$ cat src/rtl/pm_evt_pkg.sv
package pm_evt_pkg;
    localparam int SRC_N = 7;
    localparam int ADDR_W = 3;

    typedef logic [SRC_N-1:0] src_vec_t;

    typedef enum logic [ADDR_W-1:0] {
        ADR_STAT  = 3'd0,
        ADR_EN    = 3'd1,
        ADR_RISE  = 3'd2,
        ADR_FALL  = 3'd3,
        ADR_RSMI  = 3'd4,
        ADR_RIRQ  = 3'd5,
        ADR_RWAKE = 3'd6,
        ADR_CTRL  = 3'd7
    } pm_addr_e;
endpackage

$ cat src/rtl/pm_sync.sv
module pm_sync #(
    parameter int W = 7,
    parameter logic [W-1:0] RST_VAL = '0
) (
    input  logic         clk,
    input  logic         rst_n,
    input  logic [W-1:0] async_i,
    output logic [W-1:0] sync_o
);
    typedef struct packed {
        logic [W-1:0] s1;
        logic [W-1:0] s2;
    } sync_st_t;

    sync_st_t st_d, st_q;

    always_comb begin
        st_d.s1 = async_i;
        st_d.s2 = st_q.s1;
    end

    always_ff @(posedge clk or negedge rst_n) begin
        if (!rst_n) begin
            st_q.s1 <= RST_VAL;
            st_q.s2 <= RST_VAL;
        end else begin
            st_q <= st_d;
        end
    end

    assign sync_o = st_q.s2;
endmodule

$ cat src/rtl/pm_debounce.sv
module pm_debounce #(
    parameter int   DB_TICKS = 7,
    parameter logic RST_VAL  = 1'b1
) (
    input  logic clk,
    input  logic rst_n,
    input  logic tick_i,
    input  logic en_i,
    input  logic din_i,
    output logic dout_o
);
    localparam int CNT_W = $clog2(DB_TICKS + 1);
    localparam logic [CNT_W-1:0] CNT_LAST = CNT_W'(DB_TICKS - 1);

    typedef struct packed {
        logic             filt;
        logic [CNT_W-1:0] cnt;
    } db_st_t;

    db_st_t st_d, st_q;

    always_comb begin
        st_d = st_q;
        if (!en_i) begin
            st_d.filt = din_i;
            st_d.cnt  = '0;
        end else if (din_i == st_q.filt) begin
            st_d.cnt = '0;
        end else if (tick_i) begin
            if (st_q.cnt == CNT_LAST) begin
                st_d.filt = din_i;
                st_d.cnt  = '0;
            end else begin
                st_d.cnt = st_q.cnt + 1'b1;
            end
        end
    end

    always_ff @(posedge clk or negedge rst_n) begin
        if (!rst_n) begin
            st_q.filt <= RST_VAL;
            st_q.cnt  <= '0;
        end else begin
            st_q <= st_d;
        end
    end

    assign dout_o = en_i ? st_q.filt : din_i;

    // with filtering on, the accepted level moves only on a slow tick
    assert_filt_on_tick_R2: assert property (@(posedge clk) disable iff (!rst_n)
        (en_i && $past(en_i) && (st_q.filt != $past(st_q.filt))) |-> $past(tick_i));

    // the stability counter never passes its terminal value
    assert_cnt_bound_R2: assert property (@(posedge clk) disable iff (!rst_n)
        st_q.cnt <= CNT_LAST);
endmodule

$ cat src/rtl/pm_event_cond.sv
module pm_event_cond
    import pm_evt_pkg::*;
#(
    parameter int       DB_TICKS = 7,
    parameter src_vec_t DB_MASK  = 7'b0000101,
    parameter src_vec_t IDLE_LVL = 7'b1111011
) (
    input  logic              clk,
    input  logic              rst_n,
    input  logic              slow_tick,
    input  logic              pwr_btn_n,
    input  logic              slp_btn_n,
    input  logic              lid_in,
    input  logic              ext_smi_n,
    input  logic              smb_alert_n,
    input  logic              ring_n,
    input  logic              batt_low_n,
    input  logic              reg_wr,
    input  logic [ADDR_W-1:0] reg_addr,
    input  logic [SRC_N-1:0]  reg_wdata,
    output logic [SRC_N-1:0]  reg_rdata,
    output logic              smi_o,
    output logic              irq_o,
    output logic              wake_o
);
    typedef struct packed {
        src_vec_t prev;
        src_vec_t stat;
        src_vec_t en;
        src_vec_t rise;
        src_vec_t fall;
        src_vec_t rsmi;
        src_vec_t rirq;
        src_vec_t rwake;
        logic     dben;
        logic     smi;
        logic     irq;
        logic     wake;
    } core_st_t;

    core_st_t st_d, st_q;
    src_vec_t raw, synced, cond, evt, clr;

    assign raw = {batt_low_n, ring_n, smb_alert_n, ext_smi_n, lid_in, slp_btn_n, pwr_btn_n};

    pm_sync #(.W(SRC_N), .RST_VAL(IDLE_LVL)) sync_i (
        .clk     (clk),
        .rst_n   (rst_n),
        .async_i (raw),
        .sync_o  (synced)
    );

    for (genvar g = 0; g < SRC_N; g++) begin : g_src
        if (DB_MASK[g]) begin : g_db
            pm_debounce #(.DB_TICKS(DB_TICKS), .RST_VAL(IDLE_LVL[g])) db_i (
                .clk    (clk),
                .rst_n  (rst_n),
                .tick_i (slow_tick),
                .en_i   (st_q.dben),
                .din_i  (synced[g]),
                .dout_o (cond[g])
            );
        end else begin : g_pass
            assign cond[g] = synced[g];
        end
    end

    always_comb begin
        st_d = st_q;
        evt  = ((cond & ~st_q.prev & st_q.rise) |
                (~cond & st_q.prev & st_q.fall)) & st_q.en;
        clr  = (reg_wr && reg_addr == ADR_STAT) ? reg_wdata : '0;

        st_d.prev = cond;
        st_d.stat = (st_q.stat & ~clr) | evt;
        st_d.smi  = |(evt & st_q.rsmi);
        st_d.irq  = |(evt & st_q.rirq);
        st_d.wake = |(evt & st_q.rwake);

        if (reg_wr) begin
            case (pm_addr_e'(reg_addr))
                ADR_EN:    st_d.en    = reg_wdata;
                ADR_RISE:  st_d.rise  = reg_wdata;
                ADR_FALL:  st_d.fall  = reg_wdata;
                ADR_RSMI:  st_d.rsmi  = reg_wdata;
                ADR_RIRQ:  st_d.rirq  = reg_wdata;
                ADR_RWAKE: st_d.rwake = reg_wdata;
                ADR_CTRL:  st_d.dben  = reg_wdata[0];
                default:   ;
            endcase
        end
    end

    always_ff @(posedge clk or negedge rst_n) begin
        if (!rst_n) begin
            st_q      <= '0;
            st_q.prev <= IDLE_LVL;
        end else begin
            st_q <= st_d;
        end
    end

    always_comb begin
        case (pm_addr_e'(reg_addr))
            ADR_STAT:  reg_rdata = st_q.stat;
            ADR_EN:    reg_rdata = st_q.en;
            ADR_RISE:  reg_rdata = st_q.rise;
            ADR_FALL:  reg_rdata = st_q.fall;
            ADR_RSMI:  reg_rdata = st_q.rsmi;
            ADR_RIRQ:  reg_rdata = st_q.rirq;
            ADR_RWAKE: reg_rdata = st_q.rwake;
            default:   reg_rdata = {{(SRC_N-1){1'b0}}, st_q.dben};
        endcase
    end

    assign smi_o  = st_q.smi;
    assign irq_o  = st_q.irq;
    assign wake_o = st_q.wake;

    // a status bit can only newly rise for a source that was enabled
    assert_stat_needs_en_R7: assert property (@(posedge clk) disable iff (!rst_n)
        (st_q.stat & ~$past(st_q.stat) & ~$past(st_q.en)) == '0);

    // an SMI pulse coincides with a freshly set status bit routed to SMI
    assert_smi_routed_R6: assert property (@(posedge clk) disable iff (!rst_n)
        smi_o |-> |(st_q.stat & $past(st_q.rsmi)));

    // same for the IRQ output
    assert_irq_routed_R6: assert property (@(posedge clk) disable iff (!rst_n)
        irq_o |-> |(st_q.stat & $past(st_q.rirq)));

    // same for the wake output
    assert_wake_routed_R9: assert property (@(posedge clk) disable iff (!rst_n)
        wake_o |-> |(st_q.stat & $past(st_q.rwake)));
endmodule

$ cat config.mk
export PLATFORM = sky130hd
export DESIGN_NAME = pm_event_cond
export DESIGN_NICKNAME = d
export VERILOG_FILES = /design/src/rtl/pm_evt_pkg.sv /design/src/rtl/pm_sync.sv /design/src/rtl/pm_debounce.sv /design/src/rtl/pm_event_cond.sv
export SDC_FILE = /design/constraint.sdc
export NUM_CORES = 1
export LEC_CHECK = 0
export ABC_AREA = 0
export BUFFER_PORTS_ARGS = -buffer_cell sky130_fd_sc_hd__clkbuf_2
export CORE_ASPECT_RATIO = 1.1
export CORE_MARGIN = 2
export CORE_UTILIZATION = 50
export CTS_CLUSTER_SIZE = 30
export DETAILED_ROUTE_END_ITERATION = 16
export GPL_TIMING_DRIVEN = 0
export PLACE_DENSITY_LB_ADDON = 0.08
export SLEW_MARGIN = 40
export SYNTH_ARGS = -nofsm -noshare
export SYNTH_HDL_FRONTEND = slang
export SYNTH_SLANG_ARGS = --single-unit
$ cat constraint.sdc
create_clock -name clk -period 1.35 [get_ports clk]
set_input_delay 0.2025 -clock clk [delete_from_list [all_inputs] [get_ports clk]]
set_output_delay 0.2025 -clock clk [all_outputs]
set_load 0.02 [all_outputs]
==> out/results.ini, run 1 <==
[status]
status = finished with violations
violations = setup timing

[synth]
syn_area_per_cell_um2 = 12.7
synthTopCellsByArea = dfrtp_1, dfstp_2, mux2_1
post-synth-top-count-cell = dfrtp_1
syn_nets = 314
ys_top_cells_by_count = dfrtp_1, nand2_1, mux2_1
synth-edff-count = 0
seq_area_frac_synth_pct = 55.7
netlist.area_leader.share_pct = 42.3
ys_async_sr_fraction_pct = 100
synth_area_um2 = 3730
synth_top_area_cell = dfrtp_1
synth-compound-area-share_pct = 7.92
synth_top_family_by_area = multiplexers
ys_ff_latch = 82
yosys.area_share.simple_pct = 12.7
synth-adder-area-share_pct = 0
synth_xor_area_share_pct = 0.940
syn_inst = 293
synth_mux_area_share_pct = 19.7
yosysWarnings = 0
ys.flop_type = dfrtp_1
synth_cell_types = 46

[critical_path]
crit_type = reg -> out
end_kind = primary output
path_cells = mux2_2 -> a22oi_2 -> o22ai_1 -> a31o_1 -> clkbuf_8
critPathSlowestCell = dfrtp_1
cp_max_fo = 2
crit_path_start_kind = register
endpoint = reg_rdata[5]
rr_startpoint = st_q[57]$_DFF_PN1_
r2r-end = wake_o$_DFF_PN0_
startpoint = st_q[37]$_DFFE_PN0P_
rr_worst_depth = 4
r2r_setup_slack_ns = -0.20
required_ns = 1.15
critPathMaxStageDelay_ns = 0.39
arrival_ns = 1.63

[flow_run]
maxCapViolations = 0

[timing]
setup_viol = 10
fin_crit_sh_pct = 136
final.setup.worst_slack_ns = -0.485
finClkSkew_ns = 0.0111
slew_headroom_pct = 71.2
fmax_mhz = 545
fin_crit_ns = 1.83
maxSlewViolCount = 0
rsz0062_at_grt = yes
fin_tns_setup_ns = -3.02
hold_viol = 0
tightest_slew_ns = 0.432

[drt]
post_drt_wl_per_cell_um = 18.2
drt-pass1-iter-count = 4
vias = 2514
vias_per_cell = 5.59
remaining_drc_errors = 0
dr.first_iter.drc_count = 194
routed_wl_um = 8170
ant_nets = 0

[worst_hold_path]
hold_class = in -> reg

[floorplanning]
io_pins = 31
die_area_um2 = 8160
initial_utilization_pct = 50.7
rows = 33
fp.dieW_um = 86.3
die_h_um = 94.6
coreArea_um2 = 7350

[placement]
gp_congestion = 0.795
hpwl_um = 5310
post_dp_cell_area_um2 = 4020
port_buffers = 28

[clocking]
cts_tree = built
clk_latency_ns = 0.35
cts_buffers = 9
cts_buffer_depth = 2
cts_sinks = 82
root_buffer = clkbuf_8
htreeDepth = 3
path_clk_slew_ns = 0.08

[finish]
regArea_um2 = 2080
fin_nets = 379
stdcell_area_um2 = 4540
fillers = 602
antenna_cells = 0
drive_gt1_share_pct = 38.8
area.growth.synth_to_final_pct = 21.8
multiInputGateArea_um2 = 1610

[global_route]
grt_antenna_before_repair = 0
grt_pass1_vias = 2527
grt_usage_pct = 21.7
grt_max_degree = 57
grt_pass1_wl_um = 13100
grt.overflow.total = 0

[power]
total_power_uw = 6760
vdd_drop_max_v = 0.000810
power_density_nw_per_um2 = 1490
p_leak_uw = 0.00201

report_power, final:
group	leakage (uW)	internal, uW	switching, uW
clock	0.000107	1010	844
sequential	0.000956	2960	324
combinational	0.000949	893	724
total	0.00201	4860	1890
cells in the final DEF, fill, tap and decap left out, drive strengths merged, types with 8 or more instances in the layout:
cell,count
nand2,36
clkbuf,40
dfstp,19
mux2i,9
a21oi,11
nor2,14
dlygate4sd3,8
dfrtp,63
nand4b,12
mux2,48
buf,34
logic make-up after synthesis:
family                 count (synthesis)
flip-flops                            82
buffers and inverters                 17
XOR/XNOR                               4
AND/OR/NAND/NOR                       88
AO/OA/AOI/OAI                         42
multiplexers                          60
worst min-delay path by stage:
| stage | slack, ns | depth (start not counted) | startpoint | endpoint |
|---|---|---|---|---|
| finish | 0.17 | 2 | reg_wdata[6] | st_q[17]$_DFFE_PN0P_ |
| detailed placement | 0.10 | 1 | rst_n | st_q[14]$_DFFE_PN0P_ |
| global placement | 0.29 | 1 | smb_alert_n | sync_i.st_d[4]$_DFF_PN1_ |
| global route | 0.16 | 2 | reg_wdata[6] | st_q[17]$_DFFE_PN0P_ |
| floorplan | -0.09 | 0 | rst_n | g_src[0].g_db.db_i.st_q[0]$_DFFE_PN0P_ |
| CTS | 0.16 | 2 | reg_wdata[6] | st_q[17]$_DFFE_PN0P_ |
flip-flops by register name, indices dropped and copies added (netlist names):
signal                flops
sync_i.sync_o             7
st_q                     57
sync_i.st_d               7
smi_o                     1
irq_o                     1
wake_o                    1
g_src.g_db.db_i.st_q      8
critical path, delay by kind of cell (launching register included):
kind	cells	cell delay (ns)
DFF	1	0.39
muxes	1	0.27
AOI/OAI and AO/OA	3	0.48
buffers and inverters	1	0.15
cell type report:
cell class                      instances  area share (%)
Sequential cell                        82            45.7
Multi-Input combinational cell        194            35.4
Timing Repair Buffer                   54            9.34
Clock buffer                           14            3.80
Tap cell                               87            2.40
Buffer                                 14            2.34
Clock inverter                          2           0.772
Inverter                                3           0.248
metrics by stage:
stage                     setup WS, ns  cells  hold slack [ns]  util (%)
final                           -0.485    450            0.173      61.8
after global routing            -0.563    450            0.165      61.8
after CTS                       -0.487    447            0.159      61.1
after detailed placement        -0.320    409            0.104      54.7
after global placement          -0.804    408            0.289      54.2
after floorplan                0.00167    293          -0.0931         -
what timing repair did:
action,CTS,global route
pin swaps,8,6
setup endpoints to repair,11,12
endpoints found under the hold margin,33,0
hold buffers,8,0
resized for setup,21,10
buffers inserted,14,4
metal layers:
metal / track usage, % / wire [um] / up-vias
li1: - / - / 1194
met1: 29.3 / 3750 / 1244
met2: 33.1 / 3860 / 58
met3: 3.85 / 318 / 18
met4: 12.2 / 253 / 0
met5: 0 / 0 / -
Power figures use the tool's default switching activity.
==> run 2: changes to the inputs <==
--- a/config.mk
+++ b/config.mk
@@ -10,6 +10,7 @@
 export CORE_ASPECT_RATIO = 1.1
 export CORE_MARGIN = 2
 export CORE_UTILIZATION = 50
+export CTS_BUF_LIST = sky130_fd_sc_hd__clkbuf_2
 export CTS_CLUSTER_SIZE = 30
 export DETAILED_ROUTE_END_ITERATION = 16
 export GPL_TIMING_DRIVEN = 0
==> run 2 against run 1 <==
Against the previous run: the flow still finishes with violations (setup timing); sequential cell count unchanged; largest power group unchanged; sequential share of layout area up 0.28 points; wire length barely moved; first-iteration DRC count down 5.2%; critical path depth is the same; cell count is 1.3% higher; clock power down 34%; hold slack lost 0.13 ns.
==> out/results.ini, run 2 (same netlist as run 1, synthesis figures left out) <==
[status]
status = finished with violations
violations = setup timing

[critical_path]
critPathSlowestCell = dfrtp_1
required_ns = 1.15  ; about the same
r2r-end = wake_o$_DFF_PN0_
crit_type = reg -> out
crit_path_start_kind = register
startpoint = st_q[37]$_DFFE_PN0P_
endpoint = reg_rdata[5]
path_depth = 5  ; unchanged
critPathTopFamily = compound AO/OA/AOI/OAI gates
path_cells = mux2_4 -> a22oi_2 -> o22ai_2 -> a31o_1 -> clkbuf_8
cp_max_fo = 2  ; unchanged
critPathMaxStageDelay_ns = 0.43  ; +0.04 ns
r2r_setup_slack_ns = -0.20  ; about the same
rr_startpoint = sync_i.sync_o[4]$_DFF_PN1_
arrival_ns = 1.83  ; +0.20 ns
end_kind = primary output
rr_worst_depth = 4  ; unchanged
path_buf_inv = 1  ; unchanged

[drt]
wl_met1_um = 3590  ; -4.1%
top_layer = met4
remaining_drc_errors = 0  ; unchanged
vias_per_cell = 5.57  ; -0.30%
vias = 2540  ; +1.0%
dr.first_iter.drc_count = 184  ; -5.2%
ant_nets = 0  ; unchanged
post_drt_wl_per_cell_um = 17.9  ; -1.3%
routed-wl-met3_um = 438  ; +38%
dr_wl_met2_um = 3840  ; -0.39%
routed_wl_um = 8180  ; about the same
drt-pass1-iter-count = 5  ; +1

[timing]
fmax_mhz = 492  ; -9.7%
setup_viol = 10  ; unchanged
finClkSkew_ns = 0.0200  ; +0.00883 ns
fin_tns_setup_ns = -4.51  ; -1.49 ns
hold_viol = 0  ; unchanged
rsz0062_at_grt = yes
fin_crit_ns = 2.03  ; +0.198 ns
fin_crit_sh_pct = 151  ; +15 points
final.setup.worst_slack_ns = -0.683  ; -0.198 ns
maxSlewViolCount = 0  ; unchanged
slew_headroom_pct = 71.8  ; +0.59 points
tightest_slew_ns = 0.423  ; -0.00890 ns

[power]
power_density_nw_per_um2 = 1360  ; -8.3%
p_leak_uw = 0.00201  ; -0.26%
vdd_drop_max_v = 0.000722  ; -11%

[clocking]
cts_sinks = 82  ; unchanged
root_buffer = clkbuf_2
path_clk_slew_ns = 0.21  ; +0.13 ns
cts_buffer_depth = 2  ; unchanged
cts_buffers = 9  ; unchanged
cts_tree = built
clk_latency_ns = 0.52  ; +0.17 ns
htreeDepth = 3  ; unchanged

[finish]
top_register = st_q
fin_nets = 385  ; +1.6%
reg_top3 = st_q x57, g_src.g_db.db_i.st_q x8
area.growth.synth_to_final_pct = 21.1
largest_reg_flops = 57  ; unchanged
stdcell_area_um2 = 4510  ; -0.61%
drive_gt1_share_pct = 37.7  ; -1.2 points
layout_commonest_cell = dfrtp_1
antenna_cells = 0  ; unchanged
layout_common_cells = dfrtp_1, nand2_1, clkbuf_2

[global_route]
grt_pass1_vias = 2571  ; +1.7%
grt_usage_pct = 21.7  ; +0.037 points
grt_pass1_wl_um = 13200  ; +0.48%
grt.overflow.total = 0  ; unchanged
grt_max_degree = 57  ; unchanged
grt_antenna_before_repair = 0  ; unchanged

[floorplanning]
coreArea_um2 = 7350  ; unchanged
die_area_um2 = 8160  ; unchanged
die_h_um = 94.6  ; unchanged
io_pins = 31  ; unchanged
initial_utilization_pct = 50.7  ; unchanged
rows = 33  ; unchanged
fp.dieW_um = 86.3  ; unchanged

[placement]
hpwl_um = 5310  ; unchanged
post_dp_cell_area_um2 = 4020  ; unchanged
port_buffers = 28  ; unchanged
gp_congestion = 0.795  ; unchanged

[worst_hold_path]
min_from = slow_tick
hold_class = in -> reg

[flow_run]
maxCapViolations = 0  ; unchanged

run 2: how the worst min path moves through the flow:
| stage | cells past startpoint | endpoint |
|---|---|---|
| after floorplan | 0 | g_src[0].g_db.db_i.st_q[0]$_DFFE_PN0P_ |
| after global placement | 1 | sync_i.st_d[4]$_DFF_PN1_ |
| after detailed placement | 1 | st_q[14]$_DFFE_PN0P_ |
| after CTS | 4 | g_src[2].g_db.db_i.st_q[3]$_DFFE_PN0P_ |
| after global routing | 4 | g_src[2].g_db.db_i.st_q[3]$_DFFE_PN0P_ |
| final | 4 | g_src[2].g_db.db_i.st_q[3]$_DFFE_PN0P_ |
run 2: what timing repair did:
action / CTS / global route
endpoints found under the setup margin: 11 / 11
hold buffers: 15 / 0
gates cloned: 0 / 0
pin swaps: 8 / 6
buffers inserted: 15 / 2
resized for setup: 19 / 11
endpoints found under the hold margin: 107 / 0
run 2: per-stage QoR:
stage          cells  hold slack (ns)  utilization (%)  setup slack [ns]  power, uW
6_report         456           0.0428             61.4            -0.683       6160
5_1_grt          456           0.0436             61.4            -0.779       6490
4_1_cts          455           0.0142             60.8            -0.690       6130
3_5_place_dp     409            0.104             54.7            -0.320       4640
3_3_place_gp     408            0.289             54.2            -0.804       4590
2_1_floorplan    293          -0.0931                -           0.00167       4200
run 2: power breakdown:
group          internal [uW]  leakage (uW)  switching [uW]
Sequential              2960      0.000956             321
Combinational            910      0.000982             734
Clock                    423     0.0000684             809
Total                   4290       0.00201            1860
run 2: area by class of cell:
class | count | area, um^2
fill | 608 | 2840
sequential | 82 | 2080
multi-input combinational | 194 | 1630
timing repair buffer | 60 | 483
tap | 87 | 109
buffer | 14 | 106
clock buffer | 11 | 55.1
clock inverter | 5 | 46.3
inverter | 3 | 11.3
run 2: metal layers:
metal | track usage (%) | vias to the layer above
met1 | 28.9 | 1234
met2 | 33.5 | 74
met3 | 4.46 | 21
li1 | - | 1211
met5 | 0 | -
met4 | 11.7 | 0
run 2: tightest hold or removal path, cell delays in order:
cell	delay, ns
clkbuf_2	0.10
nand2_1	0.05
nand2_1	0.06
mux2_2	0.14
